File: src/rtl/spi_cmd_engine.sv
module spi_cmd_engine #(
  parameter int DEPTH   = 64,
  parameter int CLK_DIV = 4
) (
  input  logic        clk,
  input  logic        rst_n,
  input  logic [7:0]  bus_addr,
  input  logic        bus_wr,
  input  logic [3:0]  bus_be,
  input  logic [31:0] bus_wdata,
  output logic [31:0] bus_rdata,
  output logic        spi_sclk,
  output logic        spi_mosi,
  input  logic        spi_miso,
  output logic [3:0]  spi_cs_n
);
  localparam int HALF = CLK_DIV / 2;
  localparam int CW   = (HALF > 1) ? $clog2(HALF) : 1;
  localparam int PW   = $clog2(DEPTH);

  logic [7:0]    fifo [DEPTH];
  logic [7:0]    opcode, txcnt, rxcnt;
  logic [1:0]    csel;
  logic          busy, sclk_q;
  logic [CW-1:0] dcnt;
  logic [2:0]    bitn;
  logic [7:0]    bidx, txsh, rxsh;

  wire [7:0]    word     = bus_addr & 8'hFC;
  wire          acc      = bus_wr && !busy;
  wire          fifo_hit = (bus_addr >= 8'h80) && ({1'b0, bus_addr} < 9'(128 + DEPTH));
  wire [PW-1:0] fb       = PW'({bus_addr[6:2], 2'b00});
  wire          start    = acc && (word == 8'h00) && bus_be[2] && bus_wdata[16];

  wire [7:0] etx  = (txcnt > 8'(DEPTH)) ? 8'(DEPTH) : txcnt;
  wire [7:0] room = 8'(DEPTH) - etx;
  wire [7:0] erx  = (rxcnt > room) ? room : rxcnt;
  wire [7:0] last = etx + erx;

  wire       tick     = busy && (dcnt == CW'(HALF - 1));
  wire       byte_end = tick && sclk_q && (bitn == 3'd7);
  wire       rxph     = bidx > etx;
  wire [7:0] nb       = bidx + 8'd1;
  wire [7:0] nxt_byte = (nb <= etx) ? fifo[PW'(bidx)] : 8'h00;

  assign spi_sclk = sclk_q;
  assign spi_mosi = busy && !rxph && txsh[7];
  assign spi_cs_n = busy ? ~(4'b0001 << csel) : 4'hF;

  always_ff @(posedge clk or negedge rst_n) begin
    if (!rst_n) begin
      opcode <= '0;
      txcnt  <= '0;
      rxcnt  <= '0;
      csel   <= '0;
    end else if (acc) begin
      if (word == 8'h00 && bus_be[0]) opcode <= bus_wdata[7:0];
      if (word == 8'h1C && bus_be[1]) csel   <= bus_wdata[9:8];
      if (word == 8'h48 && bus_be[0]) txcnt  <= bus_wdata[7:0];
      if (word == 8'h48 && bus_be[3]) rxcnt  <= bus_wdata[31:24];
    end
  end

  always_ff @(posedge clk) begin
    if (acc && fifo_hit) begin
      for (int k = 0; k < 4; k++)
        if (bus_be[k]) fifo[fb + PW'(k)] <= bus_wdata[8*k +: 8];
    end else if (byte_end && rxph) begin
      fifo[PW'(bidx - 8'd1)] <= rxsh;
    end
  end

  always_ff @(posedge clk or negedge rst_n) begin
    if (!rst_n) begin
      busy   <= 1'b0;
      sclk_q <= 1'b0;
      dcnt   <= '0;
      bitn   <= '0;
      bidx   <= '0;
      txsh   <= '0;
      rxsh   <= '0;
    end else if (start) begin
      busy   <= 1'b1;
      sclk_q <= 1'b0;
      dcnt   <= '0;
      bitn   <= '0;
      bidx   <= '0;
      txsh   <= bus_be[0] ? bus_wdata[7:0] : opcode;
    end else if (busy) begin
      dcnt <= tick ? '0 : dcnt + CW'(1);
      if (tick) begin
        sclk_q <= ~sclk_q;
        if (!sclk_q) begin
          rxsh <= {rxsh[6:0], spi_miso};
        end else if (bitn == 3'd7) begin
          bitn <= '0;
          if (bidx == last) begin
            busy <= 1'b0;
          end else begin
            bidx <= nb;
            txsh <= nxt_byte;
          end
        end else begin
          bitn <= bitn + 3'd1;
          txsh <= {txsh[6:0], 1'b0};
        end
      end
    end
  end

  always_comb begin
    bus_rdata = '0;
    case (word)
      8'h00:   bus_rdata = {busy, 23'b0, opcode};
      8'h1C:   bus_rdata = {22'b0, csel, 8'b0};
      8'h48:   bus_rdata = {rxcnt, 16'b0, txcnt};
      default: if (fifo_hit)
                 for (int k = 0; k < 4; k++) bus_rdata[8*k +: 8] = fifo[fb + PW'(k)];
    endcase
  end
endmodule


File: config.mk
export PLATFORM = sky130hd
export DESIGN_NAME = spi_cmd_engine
export DESIGN_NICKNAME = d
export VERILOG_FILES = /design/src/rtl/spi_cmd_engine.sv
export SDC_FILE = /design/constraint.sdc
export NUM_CORES = 1
export LEC_CHECK = 0
export ABC_CLOCK_PERIOD_IN_PS = 5900
export BUFFER_PORTS_ARGS = -buffer_cell sky130_fd_sc_hd__buf_2
export CORE_ASPECT_RATIO = 1.1
export CORE_MARGIN = 2
export CORE_UTILIZATION = 25
export CTS_CLUSTER_DIAMETER = 80
export DETAILED_ROUTE_END_ITERATION = 10
export GPL_TIMING_DRIVEN = 0
export PLACE_DENSITY = 0.43
export SLEW_MARGIN = 20
export SYNTH_ARGS = -nofsm -noshare
export SYNTH_HDL_FRONTEND = slang
export SYNTH_SLANG_ARGS = --single-unit
File: constraint.sdc
create_clock -name clk -period 5.9 [get_ports clk]
set_input_delay 1.18 -clock clk [delete_from_list [all_inputs] [get_ports clk]]
set_output_delay 1.18 -clock clk [all_outputs]
set_load 0.05 [all_outputs]
======== After elaboration in Yosys (flattened, before gate mapping) ========
Memory sizes are Yosys's and may differ from the RTL's.
Index checks and enable logic that the tools add are counted.
storage, ports and cells
  bits in registers ....................... 56
  bits in writable memories ............... 512
  input port bits ......................... 48
  output and inout port bits .............. 38
  word-level logic and storage cells ...... 124
  memories kept ........................... 1
cells by class
  add/subtract/negate cells ............... 9
  magnitude comparators ................... 6
  equal/unequal tests ..................... 6
  shift operators ......................... 1
  multiplexer cells ....................... 54
  bitwise operators ....................... 3
  reductions and logical operators ........ 33
memory list
  memory  depth  width  rd ports  clocked after memory_dff  wr ports  RTL line  source
  fifo    64     8      5         0                         4         21        logic [7:0] fifo [DEPTH];
operators by type and width
  cell                 count
  $mux 8               17
  $pmux 32 s3          1
  $mux 32              1
  $mux 1               28
  $gt 8x8->1           2
  $logic_and 1x1->1    16
  $mux 3               5
  $add 6x2->6 const B  2
  $reduce_and 2->1     5
  $add 8x1->8 const B  1
  $add 8x8->8          1
  $eq 8x8->1           1
  $ge 8x8->1 const B   1
  $gt 8x7->1 const B   1
  $le 8x8->1           1
  $logic_not 8->1      1
  $lt 8x8->1 const B   1
  $reduce_and 4->1     2
  $reduce_bool 2->1    4
  $reduce_or 8->1      1
  $sub 7x8->8 const A  1
  $add 6x1->6 const B  1
  $eq 6x3->1 const B   1
  $eq 6x5->1 const B   1
  14 further kinds     16

======== Longest topological paths before layout ========
  depth in word-level cells ............... 13
  mapped depth ............................ 23
  depth with buffers taken out ............ 21

======== Least setup slack after synthesis ========
No wires, ideal clock.
  path type ............................... register to register
  start ................................... reg txcnt[7]
  end ..................................... reg txsh[0]
  library setup time ...................... 0.125 ns
  arrival ................................. 5.455 ns
  data required time ...................... 5.775 ns
  setup slack ............................. 0.321 ns
  cell stages (with the launch flop) ...... 22
  path buffers ............................ 2
  period minus slack after synthesis ...... 5.579 ns
  cell sequence ........................... dfrtp_1 > nor2_1 > clkbuf_1 > nand2_1 > ha_1 > xnor2_1 > ha_1 > a21o_1 > a211o_1 > a211o_1 > o21ai_0 > clkbuf_1 > o21ai_0 > ha_1 > fa_1 > a21o_1 > a21oi_1 > xnor2_1 > or4_1 > nor4_2 > a41oi_2 > mux2_2
between the ends
  longest elaborated chain between the ends .. 10
  elaborated cells on any way between the ends .. 17
  classes of those cells .................. add/sub (2); order compare (3); eq/ne (2); mux (9); reduce/logical (1)
RTL lines
  item                                                                 RTL line  source
  start: declaration                                                   22        logic [7:0] opcode, txcnt, rxcnt;
  start signal: assignment                                             59        if (word == 8'h48 && bus_be[0]) txcnt <= bus_wdata[7:0];
  $gt 8x7->1                                                           35        wire [7:0] etx = (txcnt > 8'(DEPTH)) ? 8'(DEPTH) : txcnt;
  $mux 8 (*)                                                           35
  parallel branches: the longest is 8 deep, another holds $sub 7x8->8  --
  end signal: assignment                                               88        txsh <= bus_be[0] ? bus_wdata[7:0] : opcode;
  end signal: assignment                                               101       txsh <= nxt_byte;
  end signal: assignment                                               105       txsh <= {txsh[6:0], 1'b0};
  end: declaration                                                     27        logic [7:0] bidx, txsh, rxsh;
Every way passes the cells marked *. The select of a mux whose other input is x is not followed.
A chain may end at the register's enable or synchronous reset.

======== Worst setup path after layout ========
  start ................................... in bus_addr[3]
  end ..................................... out bus_rdata[26]
between the ends
  longest elaborated chain between the ends .. 4
  elaborated cells on any way between the ends .. 10
  classes of those cells .................. add/sub (1); order compare (2); eq/ne (2); mux (2); reduce/logical (2); memory (1)
RTL lines
  item                                                      RTL line  source
  start: declaration                                        7         input logic [7:0] bus_addr,
  $add 6x2->6, or another cell as far along                 118       for (int k = 0; k < 4; k++) bus_rdata[8*k +: 8] = fifo[fb + PW'(k)];
  $mem_v2 64x8 / $logic_and 1x1->1 (equally long branches)  --
  $mux 32                                                   117       default: if (fifo_hit)
  $pmux 32 s3 (*)                                           113       case (word)
  end: declaration                                          11        output logic [31:0] bus_rdata,
Every way passes the cells marked *; elsewhere a longest branch is shown, timed or not.

==> metrics.txt <==
cell count after synthesis 2653; Switching Fraction 33.35%; Clock Power Share 35.5%; switching power of the nets 4.013 mW; number of design-rule violations left by the first detailed-router iteration 4631; Logic pwr share 26.5%; Residual DRC 0; normalized max-slew margin 15.50%; leftover overflow at the end of global routing 0; type of the worst min-delay path in2async; period utilization 106.8%; starting density of the core 25.24%; final weighted congestion of routability-driven global placement 1.057; number of cell rows 138; async set or reset register ratio after synthesis 9.859%; status finished, violations left; clock buffer count from CTS 70; sequential fraction of the synthesis area 51.60%; core region area 128800 um2; share of post-route cells with drive strength above 1 24.48%; maximum resistive drop on vdd 0.1890 mV; Crit path largest cell delay 0.63 ns; TritonCTS Sinks 568; via-per-instance ratio 6.085; arrival time worst endpoint 5.12 ns; setup clock skew after layout 0.03586 ns; number of iterations in the first detailed-routing pass 6; number of buffer cells added on primary ports 58; CP Buf/Inv Count 5; ANT nets after route 0; distinct cell type count of the synthesized netlist 65; dominant synthesized flop cell sky130_fd_sc_hd__edfxtp_1; endpoint required time on the critical path 4.72 ns; area taken by multi-input logic gates 15280 um2; mean area per synthesized cell 12.25 um2; Setup violations, final 6; clock tree from TritonCTS done; total number of H-tree levels 3; final standard cell utilization of the core 29.89%; number of nets at the end of the flow 2924; max-cap viol count 0; Critical Path Slowest Stage Cell sky130_fd_sc_hd__nor3_1; Pins Over Slew Limit 0; global-route wire length before repair 248200 um; Storage cell area 16780 um2; number of enable flip-flop cells after synthesis 512; ordered list of cells on the worst path buf_2 -> clkbuf_4 -> clkbuf_4 -> buf_4 -> mux4_2 -> mux2i_2 -> nor2_1 -> nor3_1 -> o21ai_1 -> buf_2; summed instance area of the synthesized netlist 32510 um2; layout overhead on the synthesized area 18.41%; buffer type at the clock tree root sky130_fd_sc_hd__clkbuf_16; standby leakage power 13.29 nW; area share of the largest cell type after synthesis 47.29%; top fanout value on the critical path 10; cell types with the largest area share after synthesis sky130_fd_sc_hd__edfxtp_1 47%, sky130_fd_sc_hd__mux4_2 17%, sky130_fd_sc_hd__a21oi_1 6.1%; Crit path max-delay family buffers and inverters; vias in the first global route 26.12k; flops & latches, synth 568; fill count 13.20k; clock latency of the later-clocked register in the worst-skew pair 0.65 ns; Longest Clk Path Bufs 3; crit path kind in2out; count of vias placed by the detailed router 27.84k; type of origin of the critical path input pin; worst hold slack 0.3955 ns; maximum achievable frequency 158.6 MHz; width of the die 347.8 um; largest net degree at the start of global routing 42; sequential group share of total power 38.0%; antenna violations before repair 14; half-perimeter wire length after placement 143000 um; height of the die 382.2 um; count of hold buffers inserted by post-cts repair 0; worst slew pin tran 1.263 ns; Power per Cell Area 312.5 nW/um2; final hold violations 0; cell internal power dissipation 8.020 mW; number of I/O pins 86; clock transition time at the flip-flop clock pins of the worst setup and hold paths 0.06 ns; post-layout worst setup margin -0.4041 ns; Worst setup EP type output pin; overall die area 132900 um2; total routing usage reported by global routing 28.19%; post-synthesis cell type with the largest combined area sky130_fd_sc_hd__edfxtp_1; crit path time final 6.304 ns; violations in the final reports negative setup slack; routed len/inst 41.87 um; routed wire length 191600 um; Warnings, synthesis 0
==> cell usage in the layout (no fill, tap or decap), drive strengths merged, types with 14 or more instances in the layout <==
cell type  synthesis  routed
ha                36      36
clkbuf           175     269
mux2              56      56
xnor2             18      18
nand2             86      86
nand3             35      35
o21ai             38      38
clkinv             1      23
inv               32      37
o22ai             46      46
dfrtp             56      56
a211oi            14      14
o31ai             53      53
mux2i            136     136
a21oi            399     399
edfxtp           512     512
a22oi             20      20
mux4             241     241
and3              14      14
buf               88     198
nor3              34      34
nor2             441     441
==> cells by family (layout without fill, tap and decap cells) <==
| logic type | Yosys count | in the layout | share of synthesized area, % |
|---|---|---|---|
| buffers and inverters | 296 | 533 | 3.745 |
| DFF | 568 | 568 | 51.60 |
| other | 1 | 7 | 0.01153 |
| AOI/OAI and AO/OA | 621 | 621 | 10.97 |
| adders and majority gates | 37 | 37 | 1.447 |
| xor gates and xnor gates | 28 | 28 | 0.7543 |
| and+or+nand+nor | 669 | 669 | 8.651 |
| muxes | 433 | 433 | 22.82 |
==> worst reg2reg max path: cells and delay by family, from the launching register on <==
family,cells,cell delay [ns]
adder cells (fa/ha/maj),1,0.26
AND/OR/NAND/NOR,1,0.12
buffers and inverters,9,3.53
AO/OA/AOI/OAI,4,0.49
flip-flops,1,0.51
multiplexers,1,0.55
==> flip-flops by register name, summed over array words and instances (netlist names), 2 cells and up <==
signal  count
bidx        8
bitn        3
csel        2
fifo      512
opcode      8
rxcnt       8
rxsh        8
txcnt       8
txsh        8
==> power groups by stage <==
stage,clock network [mW],registers [mW],logic (mW)
after global placement,0,4.65,2.97
after detailed placement,0,4.65,3.00
after CTS,4.25,4.57,3.04
final,4.27,4.57,3.19
after floorplan,0,4.62,1.83
after global routing,4.39,4.58,3.24
==> Yosys cell counts, drive strengths merged (4+ instances only) <==
| cell type | instances |
|---|---|
| a31oi | 6 |
| nand2b | 6 |
| o211ai | 5 |
| a21o | 9 |
| nand3 | 35 |
| nand2 | 86 |
| a22o | 7 |
| a221oi | 4 |
| buf | 88 |
| mux2 | 56 |
| edfxtp | 512 |
| o22ai | 46 |
| a22oi | 20 |
| inv | 32 |
| or3 | 4 |
| o31ai | 53 |
| clkbuf | 175 |
| and2 | 13 |
| nor2 | 441 |
| a21oi | 399 |
| nand4 | 6 |
| ha | 36 |
| nor4 | 5 |
| dfrtp | 56 |
| xor2 | 10 |
| mux4 | 241 |
| and3 | 14 |
| nor3 | 34 |
| o21ai | 38 |
| nor2b | 13 |
| mux2i | 136 |
| a211oi | 14 |
| xnor2 | 18 |
==> path summary, 6_finish.rpt <==
| path | start | end | slack [ns] | depth (start not counted) |
|---|---|---|---|---|
| max in group asynchronous | rst_n | rxcnt[1] | 4.99 | 2 |
| worst min-delay path | rst_n | rxsh[0] | 0.40 | 1 |
| worst max-delay path | bus_addr[3] | bus_rdata[26] | -0.40 | 10 |
| min in group clk | txsh[1] | txsh[1] | 0.51 | 1 |
| worst max register to register | bidx[0] | fifo[12][7] | 0 | 16 |
| worst min register to register | txsh[1] | txsh[1] | 0.51 | 1 |
==> per-layer routing <==
metal | share of wire, % | vias to the layer above | GRT usage (%)
met5 | 0.054 | - | 0
met3 | 13 | 588 | 9.651
li1 | - | 10585 | -
met2 | 43 | 2385 | 41.89
met4 | 8.4 | 14 | 19.12
met1 | 36 | 14272 | 34.47
==> stage by stage <==
stage	area, um2	TNS, ns	cells	power [mW]	setup WS (ns)
after floorplan	32520	0	2655	6.446	0.3205
after global placement	34910	-609.00	4393	7.616	-2.148
after detailed placement	35890	-242.66	4440	7.646	-1.009
after CTS	38300	-10.70	4573	11.86	-0.1704
after global routing	38490	-0.003813	4572	12.21	-0.002217
final	38500	-0.5705	4576	12.03	-0.4041
==> what timing repair did <==
action,in CTS,in global routing
resized for setup,58,41
pin swaps,6,4
buffers inserted,12,0
setup endpoints to repair,757,448
==> cell type report <==
type	instances	share of cell area, %
buffer	257	3.214
tap	1680	5.460
antenna	4	0.02600
sequential	568	43.58
inverter	33	0.3218
clock buffer	94	4.810
multi-input combinational	1791	39.69
clock inverter	31	0.7020
timing repair buffer	118	2.194
Power figures use the tool's default switching activity.
